`config.mk`:
```
export PLATFORM = sky130hd
export DESIGN_NAME = mux_adc_sequencer
export DESIGN_NICKNAME = d
export VERILOG_FILES = /design/src/rtl/mux_adc_pkg.sv /design/src/rtl/mux_adc_ctrl.sv /design/src/rtl/mux_adc_dpath.sv /design/src/rtl/mux_adc_sequencer.sv
export SDC_FILE = /design/constraint.sdc
export NUM_CORES = 1
export LEC_CHECK = 0
export CORE_MARGIN = 5
export CORE_UTILIZATION = 52
export DETAILED_ROUTE_END_ITERATION = 10
export GPL_TIMING_DRIVEN = 0
export PLACE_DENSITY = 0.89
export SLEW_MARGIN = 20
export SYNTH_ARGS = -nofsm -noshare
export SYNTH_HDL_FRONTEND = slang
export SYNTH_SLANG_ARGS = --single-unit
```
`constraint.sdc`:
```
create_clock -name clk -period 4.1 [get_ports clk]
set_clock_uncertainty 0.2 [all_clocks]
set_input_delay 0.82 -clock clk [delete_from_list [all_inputs] [get_ports clk]]
set_output_delay 0.82 -clock clk [all_outputs]
set_load 0.02 [all_outputs]
```
`src/rtl/mux_adc_pkg.sv`:
```
package mux_adc_pkg;

  typedef enum logic [3:0] {
    ST_IDLE,
    ST_ADDR_SETUP,
    ST_ALE,
    ST_ADDR_HOLD,
    ST_START,
    ST_BLANK,
    ST_WAIT_LOW,
    ST_WAIT_HIGH,
    ST_OE_WAIT,
    ST_CAPTURE
  } seqState_t;

  // strobes from control to datapath
  typedef struct packed {
    logic takeReq;
    logic capture;
    logic timeout;
  } seqStrobe_t;

  // ceiling conversion of a nanosecond delay to clock cycles, at least one
  function automatic int nsToCycles(int ns, int periodNs);
    int r;
    r = (ns + periodNs - 1) / periodNs;
    return (r < 1) ? 1 : r;
  endfunction

  function automatic int maxOf(int a, int b);
    return (a > b) ? a : b;
  endfunction

endpackage

```
`src/rtl/mux_adc_ctrl.sv`:
```
module mux_adc_ctrl
  import mux_adc_pkg::*;
#(
  parameter int SETUP_CYC   = 3,
  parameter int ALE_CYC     = 10,
  parameter int HOLD_CYC    = 3,
  parameter int START_CYC   = 10,
  parameter int BLANK_CYC   = 726,
  parameter int OE_CYC      = 13,
  parameter int TIMEOUT_CYC = 10000
) (
  input  logic       clk,
  input  logic       rstN,
  input  logic       reqValid,
  input  logic       eocSync,
  output logic       reqReady,
  output logic       adcAle,
  output logic       adcStart,
  output logic       adcOe,
  output seqStrobe_t strobe
);

  localparam int MAX_CYC = maxOf(maxOf(maxOf(SETUP_CYC, ALE_CYC), maxOf(HOLD_CYC, START_CYC)),
                                 maxOf(maxOf(BLANK_CYC, OE_CYC), TIMEOUT_CYC));
  localparam int CNT_W = $clog2(MAX_CYC + 1);

  seqState_t state, nextState;
  logic [CNT_W-1:0] cnt;
  logic cntDone;

  assign cntDone  = (cnt == '0);
  assign reqReady = (state == ST_IDLE);

  function automatic logic [CNT_W-1:0] loadFor(seqState_t s);
    case (s)
      ST_ADDR_SETUP: return CNT_W'(SETUP_CYC - 1);
      ST_ALE:        return CNT_W'(ALE_CYC - 1);
      ST_ADDR_HOLD:  return CNT_W'(HOLD_CYC - 1);
      ST_START:      return CNT_W'(START_CYC - 1);
      ST_BLANK:      return CNT_W'(BLANK_CYC - 1);
      ST_WAIT_LOW:   return CNT_W'(TIMEOUT_CYC - 1);
      ST_OE_WAIT:    return CNT_W'(OE_CYC - 1);
      default:       return '0;
    endcase
  endfunction

  always_comb begin
    nextState = state;
    strobe    = '0;
    case (state)
      ST_IDLE: if (reqValid) begin
        nextState      = ST_ADDR_SETUP;
        strobe.takeReq = 1'b1;
      end
      ST_ADDR_SETUP: if (cntDone) nextState = ST_ALE;
      ST_ALE:        if (cntDone) nextState = ST_ADDR_HOLD;
      ST_ADDR_HOLD:  if (cntDone) nextState = ST_START;
      ST_START:      if (cntDone) nextState = ST_BLANK;
      ST_BLANK:      if (cntDone) nextState = ST_WAIT_LOW;
      ST_WAIT_LOW: begin
        if (!eocSync) nextState = ST_WAIT_HIGH;
        else if (cntDone) begin
          nextState      = ST_IDLE;
          strobe.timeout = 1'b1;
        end
      end
      ST_WAIT_HIGH: begin
        if (eocSync) nextState = ST_OE_WAIT;
        else if (cntDone) begin
          nextState      = ST_IDLE;
          strobe.timeout = 1'b1;
        end
      end
      ST_OE_WAIT: if (cntDone) nextState = ST_CAPTURE;
      ST_CAPTURE: begin
        nextState      = ST_IDLE;
        strobe.capture = 1'b1;
      end
      default: nextState = ST_IDLE;
    endcase
  end

  always_ff @(posedge clk or negedge rstN) begin
    if (!rstN) begin
      state    <= ST_IDLE;
      cnt      <= '0;
      adcAle   <= 1'b0;
      adcStart <= 1'b0;
      adcOe    <= 1'b0;
    end else begin
      state <= nextState;
      // one timeout budget spans both end-of-conversion waits
      if (nextState != state && nextState != ST_WAIT_HIGH) cnt <= loadFor(nextState);
      else if (!cntDone) cnt <= cnt - 1'b1;
      adcAle   <= (nextState == ST_ALE);
      adcStart <= (nextState == ST_START);
      adcOe    <= (nextState == ST_OE_WAIT) || (nextState == ST_CAPTURE);
    end
  end

endmodule

```
`src/rtl/mux_adc_dpath.sv`:
```
module mux_adc_dpath
  import mux_adc_pkg::*;
#(
  parameter int CHAN_W      = 3,
  parameter int DATA_W      = 8,
  parameter int SYNC_STAGES = 2
) (
  input  logic              clk,
  input  logic              rstN,
  input  seqStrobe_t        strobe,
  input  logic [CHAN_W-1:0] reqChan,
  input  logic              adcEoc,
  input  logic [DATA_W-1:0] adcData,
  output logic              eocSync,
  output logic [CHAN_W-1:0] adcAddr,
  output logic              resValid,
  output logic [DATA_W-1:0] resData,
  output logic [CHAN_W-1:0] resChan,
  output logic              timeoutErr
);

  logic [SYNC_STAGES-1:0] syncPipe;

  always_ff @(posedge clk or negedge rstN) begin
    if (!rstN) syncPipe <= '0;
    else       syncPipe <= {syncPipe[SYNC_STAGES-2:0], adcEoc};
  end
  assign eocSync = syncPipe[SYNC_STAGES-1];

  always_ff @(posedge clk or negedge rstN) begin
    if (!rstN) begin
      adcAddr    <= '0;
      resValid   <= 1'b0;
      resData    <= '0;
      resChan    <= '0;
      timeoutErr <= 1'b0;
    end else begin
      if (strobe.takeReq) adcAddr <= reqChan;
      resValid   <= strobe.capture;
      timeoutErr <= strobe.timeout;
      if (strobe.capture) begin
        resData <= adcData;
        resChan <= adcAddr;
      end
    end
  end

endmodule

```
`src/rtl/mux_adc_sequencer.sv`:
```
module mux_adc_sequencer
  import mux_adc_pkg::*;
#(
  parameter int CHAN_W       = 3,
  parameter int DATA_W       = 8,
  parameter int CLK_NS       = 20,
  parameter int SETUP_NS     = 50,
  parameter int HOLD_NS      = 50,
  parameter int ALE_NS       = 200,
  parameter int START_NS     = 200,
  parameter int CONV_CLK_NS  = 1563,
  parameter int EOC_EXTRA_NS = 2000,
  parameter int OE_NS        = 250,
  parameter int TIMEOUT_NS   = 200000
) (
  input  logic              clk,
  input  logic              rstN,
  input  logic              reqValid,
  input  logic [CHAN_W-1:0] reqChan,
  output logic              reqReady,
  output logic              resValid,
  output logic [DATA_W-1:0] resData,
  output logic [CHAN_W-1:0] resChan,
  output logic              timeoutErr,
  output logic [CHAN_W-1:0] adcAddr,
  output logic              adcAle,
  output logic              adcStart,
  output logic              adcOe,
  input  logic              adcEoc,
  input  logic [DATA_W-1:0] adcData
);

  localparam int SETUP_CYC   = nsToCycles(SETUP_NS, CLK_NS);
  localparam int HOLD_CYC    = nsToCycles(HOLD_NS, CLK_NS);
  localparam int ALE_CYC     = nsToCycles(ALE_NS, CLK_NS);
  localparam int START_CYC   = nsToCycles(START_NS, CLK_NS);
  localparam int BLANK_CYC   = nsToCycles(8 * CONV_CLK_NS + EOC_EXTRA_NS, CLK_NS);
  localparam int OE_CYC      = nsToCycles(OE_NS, CLK_NS);
  localparam int TIMEOUT_CYC = nsToCycles(TIMEOUT_NS, CLK_NS);

  seqStrobe_t strobe;
  logic eocSync;

  mux_adc_ctrl #(
    .SETUP_CYC(SETUP_CYC), .ALE_CYC(ALE_CYC), .HOLD_CYC(HOLD_CYC),
    .START_CYC(START_CYC), .BLANK_CYC(BLANK_CYC), .OE_CYC(OE_CYC),
    .TIMEOUT_CYC(TIMEOUT_CYC)
  ) ctrl_i (
    .clk(clk), .rstN(rstN), .reqValid(reqValid), .eocSync(eocSync),
    .reqReady(reqReady), .adcAle(adcAle), .adcStart(adcStart),
    .adcOe(adcOe), .strobe(strobe)
  );

  mux_adc_dpath #(.CHAN_W(CHAN_W), .DATA_W(DATA_W), .SYNC_STAGES(2)) dpath_i (
    .clk(clk), .rstN(rstN), .strobe(strobe), .reqChan(reqChan),
    .adcEoc(adcEoc), .adcData(adcData), .eocSync(eocSync),
    .adcAddr(adcAddr), .resValid(resValid), .resData(resData),
    .resChan(resChan), .timeoutErr(timeoutErr)
  );

endmodule

```
==> results of run 1 <==
[stage by stage]
step                      cells  hold slack (ns)  cell area [um2]  total power, mW  worst slack (ns)
after global placement      289           0.1351             2436           0.4170            0.8794
final                       298           0.1554             2544           0.6623            0.9053
after global routing        298           0.1726             2544           0.6895            0.7449
after detailed placement    290           0.1411             2459           0.4205            0.8432
after CTS                   298           0.1577             2544           0.6684            0.9335
after floorplan             207           0.1312             2036           0.3964             1.224
[state kept, by name (all words and copies together), names as in the netlist]
name and count:
ctrl_i.adcAle 1, ctrl_i.adcOe 1, ctrl_i.adcStart 1, ctrl_i.cnt 14, ctrl_i.state 4, dpath_i.adcAddr 3, dpath_i.resChan 3, dpath_i.resData 8
dpath_i.resValid 1, dpath_i.syncPipe 2, dpath_i.timeoutErr 1
[power breakdown]
part           total [mW]  internal (mW)  switching [mW]  leakage (nW)
logic              0.0267         0.0153          0.0114         0.517
clock network       0.250          0.119           0.131        0.0412
registers           0.386          0.385        0.000231         0.495
total               0.662          0.519           0.143          1.05
[placed cells by master (no fill, tap or decap), types with 2 or more instances in the layout]
master,instances
clkdlybuf4s50_1,33
clkbuf_8,5
inv_1,4
mux2i_1,2
o32ai_1,3
o211a_1,2
xnor2_1,4
nor2_1,17
dfrtp_1,39
nor4_1,6
and3_1,2
o21ai_0,10
or3_1,2
buf_6,2
a21oi_1,16
a31oi_1,4
mux2_2,14
nand3_1,4
or4_4,2
xor2_1,4
a21o_1,2
nor3_1,5
clkbuf_1,10
o31ai_1,2
nand2_1,20
or4_1,2
nand2b_1,7
buf_1,2
o221ai_1,2
buf_2,3
a211oi_1,2
[worst max-delay path: stages (launching register included)]
cell	delay, ns
dfrtp_1	0.43
or3_4	0.41
or4_1	0.40
clkbuf_1	0.24
nand2b_1	0.27
o211a_1	0.28
clkbuf_1	0.22
a31oi_1	0.44
mux2i_1	0.23
[how the worst max path moves through the flow]
stage                     to  slack (ns)          start  cells after the start
6_report       ctrl_i.cnt[9]        0.91  ctrl_i.cnt[8]                      8
5_1_grt        ctrl_i.cnt[9]        0.74  ctrl_i.cnt[8]                      8
4_1_cts        ctrl_i.cnt[9]        0.93  ctrl_i.cnt[8]                      8
3_5_place_dp   ctrl_i.cnt[9]        0.84       reqValid                      8
3_3_place_gp   ctrl_i.cnt[9]        0.88       reqValid                      8
2_1_floorplan  ctrl_i.cnt[1]        1.22  ctrl_i.cnt[4]                      8
[cell type report]
cell class | count | area, um2 | share of cell area, %
Tap cell | 48 | 60.06 | 2.361
Inverter | 4 | 15.01 | 0.5903
Timing Repair Buffer | 35 | 362.8 | 14.26
Sequential cell | 39 | 975.9 | 38.37
Buffer | 15 | 73.82 | 2.902
Clock buffer | 6 | 72.57 | 2.853
Multi-Input combinational cell | 149 | 970.9 | 38.17
Clock inverter | 2 | 12.51 | 0.4919
[cell families (layout without fill, tap and decap cells)]
logic type | count (synthesis) | count (layout) | synth area share [%]
AO/OA/AOI/OAI | 50 | 50 | 15.80
XOR/XNOR | 8 | 8 | 3.442
adder cells (fa/ha/maj) | 1 | 1 | 0.6145
buffers and inverters | 19 | 62 | 4.364
flip-flops | 39 | 39 | 47.94
multiplexers | 16 | 16 | 8.728
AND/OR/NAND/NOR | 74 | 74 | 19.11
[layer usage]
| metal | vias up | GRT usage [%] | share of wire, % |
|---|---|---|---|
| met4 | 0 | 6.967 | 1.6 |
| li1 | 827 | - | - |
| met2 | 54 | 30.26 | 51 |
| met3 | 7 | 3.719 | 5.6 |
| met5 | - | 0 | 0 |
| met1 | 831 | 25.04 | 42 |
==> results.cfg, run 1 <==
[synth]
ys_warn_count = 0
syn-cell-area_mm2 = 0.002036
async_flop_share_pct = 100.0
synth_cell_types = 44
synthTopCellsByCount = dfrtp_1 (39), nand2_1 (20), nor2_1 (17), a21oi_1 (16), mux2_2 (14)
yosysSeqAreaShare_pct = 47.94
yosys.area.top_type = dfrtp_1
synthTopCellsByArea = dfrtp_1 (48%), mux2_2 (7.7%), a21oi_1 (3.9%)
synth_edf_count = 0
synthFlopType = dfrtp_1
synth_cells = 207
synth_nets = 223
synth_seq_cells = 39
synth_top_area_share_pct = 47.94
yosysMostFrequentCell = dfrtp_1
syn_area_per_cell_um2 = 9.834

[sta]
relSlewSlack_pct = 55.10
slew_violations = 0
hold_viol = 0
fmax_mhz = 313.0
setup_viol = 0
rsz0062_at_grt = no
min_period_over_period_pct = 77.92
worstMarginPinSlew_ns = 0.6714
finalSetupTns_ns = 0
fin_crit_ns = 3.195

[cts]
clock_latency_ns = 0.29
clock-sinks = 39
clk_path_buf_depth = 2
cts.clk_slew.worst_paths_ns = 0.07
cts_resized = 0
post_cts.repair.setup_buffers = 0
numCtsBuffers = 5
cts_tree = built
h-tree-depth = 2
cts_root_buf = clkbuf_8
ctsHoldBuffers = 0

[critical_path]
reg2reg_to = ctrl_i.cnt[9]
crit_fanout = 10
arrival_ns = 3.22
cp.required_ns = 4.12
r2r_start = ctrl_i.cnt[8]
end_kind = register
worstSetupPathType = reg -> reg
cp-start-kind = register
r2r_cells = 8
worst-r2r-setup-slack_ns = 0.91

[cells_and_area]
area_delta_synth_final_pct = 24.95
diodes = 0
nFillCells = 302
drive_gt1_share_pct = 13.20
utilization_pct = 68.45
final_nets = 265

[routing]
first_iter_violations = 108
drt-pass1-iter-count = 5
vias_per_cell = 5.768
wl_per_cell_um = 15.36
wl_um = 4578
ant_nets = 0
vias = 1719
drc = 0

[run]
maxCapViolCount = 0

[die]
core_area_mm2 = 0.003716
rows = 22
die_w_um = 72.57
die_area_mm2 = 0.005266
die_y_um = 72.57
initial_core_util_pct = 54.78
io_pins = 35

[min_path]
min_path_type = reg -> reg
min_path_cells = 0
whs_endpoint = dpath_i.syncPipe[1]
hold_start = dpath_i.syncPipe[0]

[global_route]
grt_overflow = 0
antenna_found_initial = 0
grt_pass1_vias = 1628
grt_first_pass_wirelength_um = 7748
grt_use_total_pct = 18.77
grt_max_degree = 24

[run_status]
status = completed

[pwr]
p_leak_nw = 1.052
ir_worst_vdd_v = 0.0002956
p_per_area_mw_per_mm2 = 260.4

[placed_design]
routabilityCongestion = 0.9446
dp_hpwl_um = 3367
portBuffers = 34
No activity file was read; power rests on OpenSTA's default activity.
==> run 2, diff against run 1 <==
--- a/config.mk
+++ b/config.mk
@@ -6,10 +6,10 @@
 export NUM_CORES = 1
 export LEC_CHECK = 0
 export CORE_MARGIN = 5
-export CORE_UTILIZATION = 52
+export CORE_UTILIZATION = 47
 export DETAILED_ROUTE_END_ITERATION = 10
 export GPL_TIMING_DRIVEN = 0
-export PLACE_DENSITY = 0.89
+export PLACE_DENSITY = 0.85
 export SLEW_MARGIN = 20
 export SYNTH_ARGS = -nofsm -noshare
 export SYNTH_HDL_FRONTEND = slang
==> constraint.sdc (replaced) <==
create_clock -name clk -period 2.9 [get_ports clk]
set_clock_uncertainty 0.2 [all_clocks]
set_input_delay 0.58 -clock clk [delete_from_list [all_inputs] [get_ports clk]]
set_output_delay 0.58 -clock clk [all_outputs]
set_load 0.02 [all_outputs]
==> run 2 against run 1 <==
Against the previous run:
- final area is 11% higher
- non-clock buffer count is 19 higher
- register-to-register slack worse by 0.88 ns
- sequential power is 41% higher
- critical path depth is 1 lower
- hold slack worse by 0.079 ns
- clock power is 84% higher
- die area is 9.1% higher
- critical path type unchanged
- largest power group unchanged
- highest routed layer unchanged
==> results.cfg, run 2 (same netlist as run 1, synthesis figures left out) <==
[run_status]
status = completed

[cts]
cts.clk_slew.worst_paths_ns = 0.08
h-tree-depth = 2
clock_latency_ns = 0.30
cts_tree = built
numCtsBuffers = 5
clock-sinks = 39
clk_path_buf_depth = 2
ctsHoldBuffers = 0
cts_root_buf = clkbuf_8

[sta]
hold_viol = 0
relSlewSlack_pct = 54.11
finalSetupTns_ns = 0
fmax_mhz = 347.9
slew_violations = 0
min_period_over_period_pct = 99.11
rsz0062_at_grt = yes
setup_ws_ns = 0.02590
fin_crit_ns = 2.874
setup_viol = 0
worstMarginPinSlew_ns = 0.6862

[global_route]
grt_overflow = 0
grt_max_degree = 24
antenna_found_initial = 0
grt_use_total_pct = 19.29
grt_pass1_vias = 1735
grt_first_pass_wirelength_um = 8349

[pwr]
p_clk_share_pct = 44.1
ir_worst_vdd_v = 0.0003568
p_sw_mw = 0.2217
seqPwrFrac_pct = 52.2
p_per_area_mw_per_mm2 = 368.3
p_int_mw = 0.8224
p_leak_nw = 1.185
pwr-share-comb_pct = 3.7
switching_share_pct = 21.23

[cells_and_area]
top_register = ctrl_i.cnt
largest_reg_flops = 14
area_delta_synth_final_pct = 39.27
drive_gt1_share_pct = 26.02
final_common_cell = dfrtp_1
diodes = 0
multi_input_area_mm2 = 0.001075
regArea_um2 = 975.9
reg_top3 = ctrl_i.cnt x14, dpath_i.resData x8, ctrl_i.state x4
layout_common_cells = dfrtp_1 (39), clkdlybuf4s50_1 (33), nand2_1 (20), buf_4 (20)
final_nets = 284
nFillCells = 318

[die]
die_w_um = 75.81
core_area_mm2 = 0.004264
die_y_um = 75.81
rows = 24
die_area_mm2 = 0.005747
initial_core_util_pct = 47.74
io_pins = 35

[critical_path]
arrival_ns = 2.89
worstSetupPathType = reg -> reg
cp.required_ns = 2.92
end_kind = register
crit_fanout = 7
cp-start-kind = register

[placed_design]
portBuffers = 34
routabilityCongestion = 0.8621
dp_hpwl_um = 3358
place_ws_ns = -0.2312

[routing]
wl_um = 5504
wl_per_cell_um = 17.15
first_iter_violations = 196
vias_per_cell = 6.003
ant_nets = 0
drc = 0
vias = 1927
drt-pass1-iter-count = 5

[min_path]
min_path_type = in -> async

[run]
maxCapViolCount = 0
==> run 2: cell count changes in the layout (fill, tap and decap cells not counted), sizes merged <==
cell	delta
clkinv	+1
bufinv	+1
clkinvlp	-1
buf	+20
clkbuf	-2
==> run 2: area by class of cell <==
cell class / instances / share of cell area (%)
Sequential cell: 39 / 34.42
Clock inverter: 3 / 1.545
Inverter: 4 / 0.5296
Clock buffer: 5 / 2.427
Timing Repair Buffer: 55 / 18.23
Tap cell: 52 / 2.295
Buffer: 14 / 2.648
Multi-Input combinational cell: 149 / 37.91
==> run 2: final timing paths <==
path / end / from / slack (ns) / depth (start not counted)
max in group asynchronous: ctrl_i.cnt[3] / rstN / 1.93 / 2
max reg2reg: ctrl_i.cnt[1] / ctrl_i.cnt[8] / 0.03 / 7
min: dpath_i.resValid / rstN / 0.08 / 1
min in group clk: dpath_i.syncPipe[1] / dpath_i.syncPipe[0] / 0.16 / 0
max: ctrl_i.cnt[1] / ctrl_i.cnt[8] / 0.03 / 7
min reg2reg: dpath_i.syncPipe[1] / dpath_i.syncPipe[0] / 0.16 / 0
==> run 2: power by group through the flow <==
stage	Clock (mW)	Sequential [mW]	Combinational, mW
finish	0.461	0.545	0.0383
detailed placement	0	0.556	0.0386
global placement	0	0.556	0.0338
global route	0.490	0.545	0.0429
CTS	0.458	0.545	0.0389
floorplan	0	0.556	0.00448
==> run 2: timing repair <==
item,4_1_cts,5_1_grt
buffers inserted,11,9
gates resized for setup,5,23
pin swaps,6,6
setup endpoints to repair,13,16
==> run 2: through the flow <==
| step | total power, mW | hold WS [ns] | utilization [%] | cells | area, um2 |
|---|---|---|---|---|---|
| after floorplan | 0.5604 | 0.08441 | - | 207 | 2036 |
| after global placement | 0.5897 | 0.1337 | 57.25 | 293 | 2441 |
| after detailed placement | 0.5945 | 0.1420 | 57.78 | 294 | 2464 |
| after CTS | 1.042 | 0.09015 | 62.97 | 312 | 2685 |
| after global routing | 1.078 | 0.1150 | 66.49 | 321 | 2835 |
| final | 1.044 | 0.07685 | 66.49 | 321 | 2835 |
==> run 2: metal layers <==
| metal | vias up | global-route usage (%) | wire, um |
|---|---|---|---|
| li1 | 875 | - | - |
| met1 | 942 | 24.79 | 2179 |
| met2 | 96 | 31.94 | 2888 |
| met3 | 14 | 4.354 | 333 |
| met4 | 0 | 6.796 | 102 |
| met5 | - | 0 | 0 |
==> run 2: critical path, cell delays in order, from the launching register on <==
cell and delay [ns]:
dfrtp_1 0.41, or3_4 0.41, or4_4 0.59, a2111o_1 0.39
and3_4 0.19, buf_6 0.12, or4_4 0.41, o211ai_2 0.07
